File: config.mk
export PLATFORM = sky130hd
export DESIGN_NAME = boot_seq
export DESIGN_NICKNAME = d
export VERILOG_FILES = /design/src/rtl/boot_pkg.sv /design/src/rtl/boot_baud_meas.sv /design/src/rtl/boot_load_ctr.sv /design/src/rtl/boot_fetch_steer.sv /design/src/rtl/boot_seq.sv
export SDC_FILE = /design/constraint.sdc
export NUM_CORES = 1
export LEC_CHECK = 0
export CORE_MARGIN = 5
export CORE_UTILIZATION = 40
export CTS_CLUSTER_SIZE = 30
export DETAILED_ROUTE_END_ITERATION = 8
export HOLD_SLACK_MARGIN = 0.12
export PLACE_DENSITY_LB_ADDON = 0.25
export SLEW_MARGIN = 0
export SYNTH_ARGS = -nofsm -noshare
export SYNTH_HDL_FRONTEND = slang
export SYNTH_HIERARCHICAL = 1
export SYNTH_SLANG_ARGS = --single-unit
File: constraint.sdc
create_clock -name clk -period 6.15 [get_ports clk]
set_input_delay 0.615 -clock clk [delete_from_list [all_inputs] [get_ports clk]]
set_output_delay 0.615 -clock clk [all_outputs]
set_load 0.01 [all_outputs]
File: src/rtl/boot_pkg.sv
package boot_pkg;

    localparam int ADDR_W = 24;
    localparam int BYTE_W = 8;

    localparam logic [ADDR_W-1:0] STUB_BASE  = 24'h00FA40;
    localparam logic [ADDR_W-1:0] FLASH_LO   = 24'h010000;
    localparam logic [ADDR_W-1:0] FLASH_HI   = 24'h08FFFF;
    localparam logic [15:0]       SER_CTRL_BOOT = 16'h8011;

    typedef enum logic [2:0] {
        ST_IDLE,
        ST_MEAS,
        ST_BAUD,
        ST_ACK,
        ST_AWAIT,
        ST_LOAD,
        ST_JUMP,
        ST_DONE
    } boot_st_e;

    typedef struct packed {
        logic              we;
        logic [ADDR_W-1:0] addr;
        logic [BYTE_W-1:0] data;
    } ram_wr_t;

    function automatic logic in_flash(input logic [ADDR_W-1:0] a);
        return (a >= FLASH_LO) && (a <= FLASH_HI);
    endfunction

endpackage

File: src/rtl/boot_baud_meas.sv
module boot_baud_meas #(
    parameter int CNT_W   = 16,
    parameter int BIT_CNT = 9
) (
    input  logic             clk,
    input  logic             rst,
    input  logic             start,
    input  logic             extend,
    output logic [CNT_W-1:0] divisor
);
    localparam logic [CNT_W-1:0] CNT_MAX = {CNT_W{1'b1}};

    logic [CNT_W-1:0] low_cnt;

    always_ff @(posedge clk) begin
        if (rst) begin
            low_cnt <= '0;
        end else if (start) begin
            low_cnt <= CNT_W'(1);
        end else if (extend && (low_cnt != CNT_MAX)) begin
            low_cnt <= low_cnt + CNT_W'(1);
        end
    end

    // the zero byte spans the start bit plus all data bits
    assign divisor = low_cnt / CNT_W'(BIT_CNT);

endmodule

File: src/rtl/boot_load_ctr.sv
module boot_load_ctr #(
    parameter int NBYTES = 32
) (
    input  logic clk,
    input  logic rst,
    input  logic clear,
    input  logic adv,
    output logic [$clog2(NBYTES)-1:0] idx,
    output logic last
);
    localparam int IDX_W = $clog2(NBYTES);
    localparam logic [IDX_W-1:0] TERM = IDX_W'(NBYTES - 1);

    always_ff @(posedge clk) begin
        if (rst || clear) begin
            idx <= '0;
        end else if (adv) begin
            idx <= idx + IDX_W'(1);
        end
    end

    assign last = (idx == TERM);

endmodule

File: src/rtl/boot_fetch_steer.sv
module boot_fetch_steer
    import boot_pkg::*;
(
    input  logic              boot_mode,
    input  logic [ADDR_W-1:0] acc_addr,
    input  logic              acc_is_code,
    output logic              to_test
);
    always_comb begin
        to_test = boot_mode && acc_is_code && in_flash(acc_addr);
    end
endmodule

File: src/rtl/boot_seq.sv
module boot_seq
    import boot_pkg::*;
#(
    parameter int          CNT_W    = 16,
    parameter int          NBYTES   = 32,
    parameter logic [7:0]  ACK_BYTE = 8'hD5
) (
    input  logic              clk,
    input  logic              rst,
    input  logic              boot_mode,
    input  logic              rx_line,
    input  logic              rx_valid,
    input  logic [7:0]        rx_data,
    input  logic              rx_ferr,
    input  logic              tx_done,
    input  logic [23:0]       fetch_addr,
    input  logic              fetch_is_code,
    output logic [CNT_W-1:0]  baud_div,
    output logic              baud_load,
    output logic [15:0]       ser_ctrl,
    output logic              tx_req,
    output logic [7:0]        tx_data,
    output logic              txd_oe,
    output logic              ram_we,
    output logic [23:0]       ram_addr,
    output logic [7:0]        ram_wdata,
    output logic              jump_req,
    output logic [23:0]       jump_addr,
    output logic              wdt_disable,
    output logic              sel_test
);
    localparam int IDX_W = $clog2(NBYTES);

    boot_st_e         st, st_nx;
    logic             meas_start, meas_ext;
    logic [IDX_W-1:0] idx;
    logic             idx_last;
    ram_wr_t          wr;

    assign meas_start = boot_mode && (st == ST_IDLE) && !rx_line;
    assign meas_ext   = boot_mode && (st == ST_MEAS) && !rx_line;

    boot_baud_meas #(.CNT_W(CNT_W), .BIT_CNT(9)) u_meas (
        .clk     (clk),
        .rst     (rst),
        .start   (meas_start),
        .extend  (meas_ext),
        .divisor (baud_div)
    );

    always_comb begin
        wr.we   = (st == ST_LOAD) && rx_valid && !rx_ferr;
        wr.addr = STUB_BASE + ADDR_W'(idx);
        wr.data = rx_data;
    end

    boot_load_ctr #(.NBYTES(NBYTES)) u_ctr (
        .clk   (clk),
        .rst   (rst),
        .clear (st == ST_BAUD),
        .adv   (wr.we),
        .idx   (idx),
        .last  (idx_last)
    );

    boot_fetch_steer u_steer (
        .boot_mode   (boot_mode),
        .acc_addr    (fetch_addr),
        .acc_is_code (fetch_is_code),
        .to_test     (sel_test)
    );

    always_comb begin
        st_nx = st;
        unique case (st)
            ST_IDLE:  if (!rx_line)           st_nx = ST_MEAS;
            ST_MEAS:  if (rx_line)            st_nx = ST_BAUD;
            ST_BAUD:                          st_nx = ST_ACK;
            ST_ACK:                           st_nx = ST_AWAIT;
            ST_AWAIT: if (tx_done)            st_nx = ST_LOAD;
            ST_LOAD:  if (wr.we && idx_last)  st_nx = ST_JUMP;
            ST_JUMP:                          st_nx = ST_DONE;
            ST_DONE:                          st_nx = ST_DONE;
            default:                          st_nx = ST_IDLE;
        endcase
    end

    always_ff @(posedge clk) begin
        if (rst || !boot_mode) begin
            st <= ST_IDLE;
        end else begin
            st <= st_nx;
        end
    end

    always_ff @(posedge clk) begin
        if (rst) begin
            ser_ctrl <= '0;
        end else if (boot_mode && (st == ST_MEAS) && rx_line) begin
            ser_ctrl <= SER_CTRL_BOOT;
        end
    end

    assign baud_load   = (st == ST_BAUD);
    assign tx_req      = (st == ST_ACK);
    assign tx_data     = ACK_BYTE;
    assign ram_we      = wr.we;
    assign ram_addr    = wr.addr;
    assign ram_wdata   = wr.data;
    assign jump_req    = (st == ST_JUMP);
    assign jump_addr   = STUB_BASE;
    assign wdt_disable = boot_mode;
    assign txd_oe      = boot_mode;

endmodule

After elaboration in Yosys (flattened, before gate mapping)
Cells that the tools add are included.
W data, S select, Z words.
Operators by class
  add/sub/neg operators: 3
  divide/modulo/power cells: 1
  $lt $le $gt $ge: 2
  eq/ne operators: 13
  muxes and demuxes: 7
  reductions and logical operators: 22
Operator list (number)
  $ge A24 B17 Y1 const B: 1
  $le A24 B20 Y1 const B: 1
  $pmux W3 S7: 1
  $add A16 B5 Y17 const A: 1
  $add A16 B1 Y16 const B: 1
  $div A16 B4 Y16 const B: 1
  $ne A16 B16 Y1 const B: 1
  $eq A3 B3 Y1 const B: 4
  $logic_and A1 B1 Y1: 12
  $mux W3: 4
  $eq A3 B2 Y1 const B: 2
  $ne A2 B2 Y1 const B: 3
  $add A5 B1 Y5 const B: 1
  $eq A5 B5 Y1 const B: 1
  $reduce_and A4 Y1: 1
  $reduce_or A2 Y1: 2
  $eq A3 B1 Y1 const B: 1
  $logic_not A1 Y1: 3
  $logic_not A3 Y1: 1
  $logic_or A1 B1 Y1: 2
  $mux W1: 2
  $ne A2 B1 Y1 const B: 1
  $reduce_bool A2 Y1: 1
Storage, ports and cells
  flip-flop bits (word level): 25
  logic and storage cells: 53

Longest topological paths before layout
Gate-level depths: netlist of run 1.
  depth in word-level cells: 6
  gate-level depth with buffers: 27

Modules after synthesis
The synthesis of run 1 kept the hierarchy.
Modules (own cells, without submodules)
  boot_baud_meas: times used 1, cells an instance 378, area an instance 2721.4 um2
  boot_seq: times used 1, cells an instance 106, area an instance 817.0 um2
  boot_load_ctr: times used 1, cells an instance 23, area an instance 260.2 um2
  boot_fetch_steer: times used 1, cells an instance 5, area an instance 32.5 um2

Worst setup path after synthesis of run 1
OpenSTA, ideal clock, no wires.
  path type: flip-flop to output port
  start: reg u_meas.low_cnt[11]
  end: out baud_div[0]
  data arrival time: 5.677 ns
  required time: 5.535 ns
  slack: -0.142 ns
  stages on the path, launching flop included: 27
  path buffers: 3
  path through: dfxtp_1 -> buf_4 -> and2b_1 -> a32oi_1 -> and2_1 -> buf_2 -> nand3_1 -> a311o_1 -> o22a_1 -> buf_6 -> mux2i_1 -> a221o_1 -> or3_1 -> o2111a_1 -> o211a_1 -> maj3_2 -> o22ai_4 -> o22ai_2 -> or3_4 -> a21oi_4 -> xnor2_1 -> inv_1 -> ha_1 -> and3_1 -> a21oi_1 -> a221oi_1 -> o221ai_1
Between the ends
  word-level cells in the longest chain between the ends: 1
Ends and longest elaborated chain
  start: declaration: line boot_baud_meas.sv:13  | logic [CNT_W-1:0] low_cnt;
  start signal: assignment: line boot_baud_meas.sv:21  | low_cnt <= low_cnt + CNT_W'(1);
  $div A16 B4 Y16: line boot_baud_meas.sv:26  | assign divisor = low_cnt / CNT_W'(BIT_CNT);
  end: declaration: line boot_seq.sv:18  | output logic [CNT_W-1:0] baud_div,
Every way passes these cells.

Final worst setup path of run 1
  start: reg u_meas.low_cnt[14]
  end: out baud_div[0]
Same word-level chain as after synthesis.

==> results_dict.tcl, run 1 <==
set metrics [dict create \
    status "complete, but fails checks" \
    violations "negative setup slack" \
    seq_area_frac_synth_pct 13.1 \
    num_io_pins 143 \
    rsz0062_at_grt "yes" \
    worstMarginPinSlew_ns 0.533 \
    synth_edf_count 0 \
    r2r_end "u_meas/low_cnt[13]" \
    post-dp-hpwl_um 7920 \
    worstReg2RegStart "u_meas/low_cnt[4]" \
    drc 0 \
    skew_ns 0.00481 \
    die_area_um2 11600 \
    io_buffers 43 \
    drive_above_1_share_pct 35.8 \
    top_usage_layer "met2" \
    synthTopCellsByCount "buf_4 (83), nor2_1 (50), nand2_1 (26)" \
    vias_per_cell 5.30 \
    synth_area_um2 3830 \
    clockRootBuffer "clkbuf_8" \
    synth_top_area_cell "buf_4" \
    final_core_util_pct 57.4 \
    p_leak_nw 2.31 \
    endpoint "baud_div[0]" \
    use_met3_pct 2.10 \
    grt_pass1_wl_um 17100 \
    ys_types 92 \
    hold_viol 0 \
    synthCells 512 \
    multiInputGateArea_um2 3140 \
    std_cell_rows 35 \
    clkTransAtPathRegs_ns 0.08 \
    yosysMostFrequentCell "buf_4" \
    overflow 0 \
    place.gp.congestion 0.901 \
    grt_max_degree 16 \
    synth-seq-cells 25 \
    first_pass_iters 4 \
    num_vias 4090 \
    core_um2 9280 \
    fmax_ghz 0.150 \
    grtUsageMet2_pct 31.0 \
    ant_nets 0 \
    start_util_pct 41.3 \
    cts_sinks 25 \
    ir_worst_vdd_uv 83.5 \
    cts_buffer_depth 2 \
    powerDensity_nw_per_um2 56.7 \
    crit_start "u_meas/low_cnt[14]" \
    fillers 869 \
    worstPathRequired_ns 5.53 \
    end_kind "primary output" \
    worst_slack_ns -0.518 \
    relSlewSlack_pct 64.4 \
    grt_use_met1_pct 20.9 \
    maxSlewViolCount 0 \
    cts_made_buffers 3 \
    post-route-period-util_pct 108 \
    path_max_fanout 6 \
    hp-class "flop to flop" \
    wl_per_cell_um 14.2 \
    cts_hold_buf 0 \
    nNetsFinal 691 \
    die_h_um 108 \
    regArea_um2 514 \
    drtIter0Drc 181 \
    async_flop_share_pct 0 \
    antenna_found_initial 0 \
    fp.dieW_um 108 \
    hold-worst-slack_ns 0.570 \
    clk_latency_ns 0.26 \
    grt_pass1_vias 3897 \
    ys_warn_count 6 \
    final.min_clock_period_ns 6.67 \
    syn_avg_cell_area_um2 7.48 \
    critical_path_arrival_ns 6.05 \
    rr_worst_depth 10 \
    cap_viol_max_count 0 \
    synth-main-ff-cell "dfxtp_1" \
    drt-total-wl_um 11000 \
    post-place-ws_ns -0.699 \
    antenna_cells 0 \
    r2r_slack_ns 3.16 \
    netlist_top_cells_area "buf_4 (16%), dfxtp_1 (13%), nor2_1 (4.9%)" \
    area.growth.synth_to_final_pct 39.1 \
    tritoncts "done" \
    cp-start-kind "flop" \
    critPathKind "flop to primary output" \
    netlist.area_leader.share_pct 16.3 \
    h-tree-depth 1 \
    grt_usage_pct 17.1 \
    setup_violations 2 \
]
## cells by family (layout without fill, tap and decap cells)
family | after synthesis | count (layout) | synth area share [%]
and+or+nand+nor | 168 | 168 | 23.6
AOI/OAI and AO/OA | 142 | 142 | 28.6
buffers and inverters | 125 | 192 | 21.3
DFF | 25 | 25 | 13.1
xor gates and xnor gates | 24 | 24 | 5.88
muxes | 13 | 13 | 3.53
adders and majority gates | 12 | 12 | 3.69
other | 3 | 67 | 0.294
## power by group
part           switching (mW)  internal, mW  leakage [nW]
combinational          0.0301        0.0149          2.08
sequential            0.00182         0.162         0.205
clock                  0.0485        0.0452        0.0255
total                  0.0804         0.222          2.31
## worst max-delay path, cell delays in order (launching register included)
cell and delay [ns]:
dfxtp_4 0.37, buf_6 0.13, and3b_2 0.25, buf_4 0.15, o211a_4 0.24, o211ai_1 0.27
o311ai_2 0.17, o22a_2 0.31, mux2i_2 0.17, a221o_1 0.41, or4_4 0.56, o311ai_4 0.16
nor2_4 0.12, a2bb2oi_1 0.18, maj3_1 0.38, o211a_1 0.26, xnor2_2 0.26, a21oi_4 0.10
xnor2_2 0.15, inv_1 0.07, ha_1 0.27, and3_4 0.19, a21oi_2 0.06, a221oi_2 0.29
o221ai_1 0.12, buf_2 0.15
## worst min-delay path by stage
stage	startpoint	endpoint	slack (ns)	cells past startpoint
floorplan	st[1]	st[1]	0.53	2
global placement	u_ctr/idx[4]	u_ctr/idx[4]	0.51	2
detailed placement	u_ctr/idx[4]	u_ctr/idx[4]	0.55	2
CTS	u_ctr/idx[4]	u_ctr/idx[4]	0.58	2
global route	u_ctr/idx[4]	u_ctr/idx[4]	0.61	2
finish	u_ctr/idx[4]	u_ctr/idx[4]	0.57	2
## placed cells by master, fill, tap and decap left out, types with 7 or more instances in the layout
| cell type | Yosys | routed |
|---|---|---|
| a21oi_1 | 22 | 18 |
| buf_4 | 83 | 121 |
| clkdlybuf4s50_1 | 0 | 40 |
| conb_1 | 3 | 67 |
| dfxtp_1 | 25 | 20 |
| inv_1 | 17 | 15 |
| mux2i_1 | 12 | 10 |
| nand2_1 | 26 | 22 |
| nand2b_1 | 8 | 7 |
| nand3_1 | 18 | 18 |
| nor2_1 | 50 | 46 |
| nor3_1 | 16 | 14 |
| o21ai_0 | 21 | 18 |
| xnor2_1 | 21 | 18 |
## sequential cells by signal, summed over array words and instances, names as in the netlist
name and flops:
u_ctr/idx 5, u_meas/low_cnt 16, ser_ctrl 1, st 3
## area by class of cell
type	instances	area share (%)
clock buffers	3	0.775
flip-flops and latches	25	9.65
inverters	19	1.34
repair buffers	169	26.2
clock inverters	1	0.0939
well taps	129	3.03
multi-input cells	426	58.9
## through the flow
stage	cell area (um2)	instances	power [mW]	TNS, ns
global route	5330	772	0.318	-1.38
detailed placement	4730	746	0.212	-1.33
finish	5330	772	0.302	-0.955
floorplan	4100	576	0.235	0
global placement	4730	746	0.211	-1.26
CTS	5040	763	0.306	-0.743
## timing repair
action                     CTS  global route
setup endpoints to repair    3             3
pin swaps                   38            33
gates resized for setup     52            47
buffers inserted            13             9
gates cloned                 0             0
## metal layers
metal	share of wire [%]	wire length, um	vias up
li1	-	-	1982
met1	42	4560	1925
met2	50	5530	152
met3	5.9	643	31
met4	2.1	229	0
met5	0	0	-
Power figures use the tool's default switching activity.
==> inputs of run 2 (changes only) <==
--- a/config.mk
+++ b/config.mk
@@ -7,6 +7,7 @@
 export LEC_CHECK = 0
 export CORE_MARGIN = 5
 export CORE_UTILIZATION = 40
+export CTS_BUF_LIST = sky130_fd_sc_hd__clkbuf_4 sky130_fd_sc_hd__clkbuf_8 sky130_fd_sc_hd__clkbuf_16
 export CTS_CLUSTER_SIZE = 30
 export DETAILED_ROUTE_END_ITERATION = 8
 export HOLD_SLACK_MARGIN = 0.12
==> results of run 2 <==
No change in the layout: final DEF, timing and power equal those of run 1.
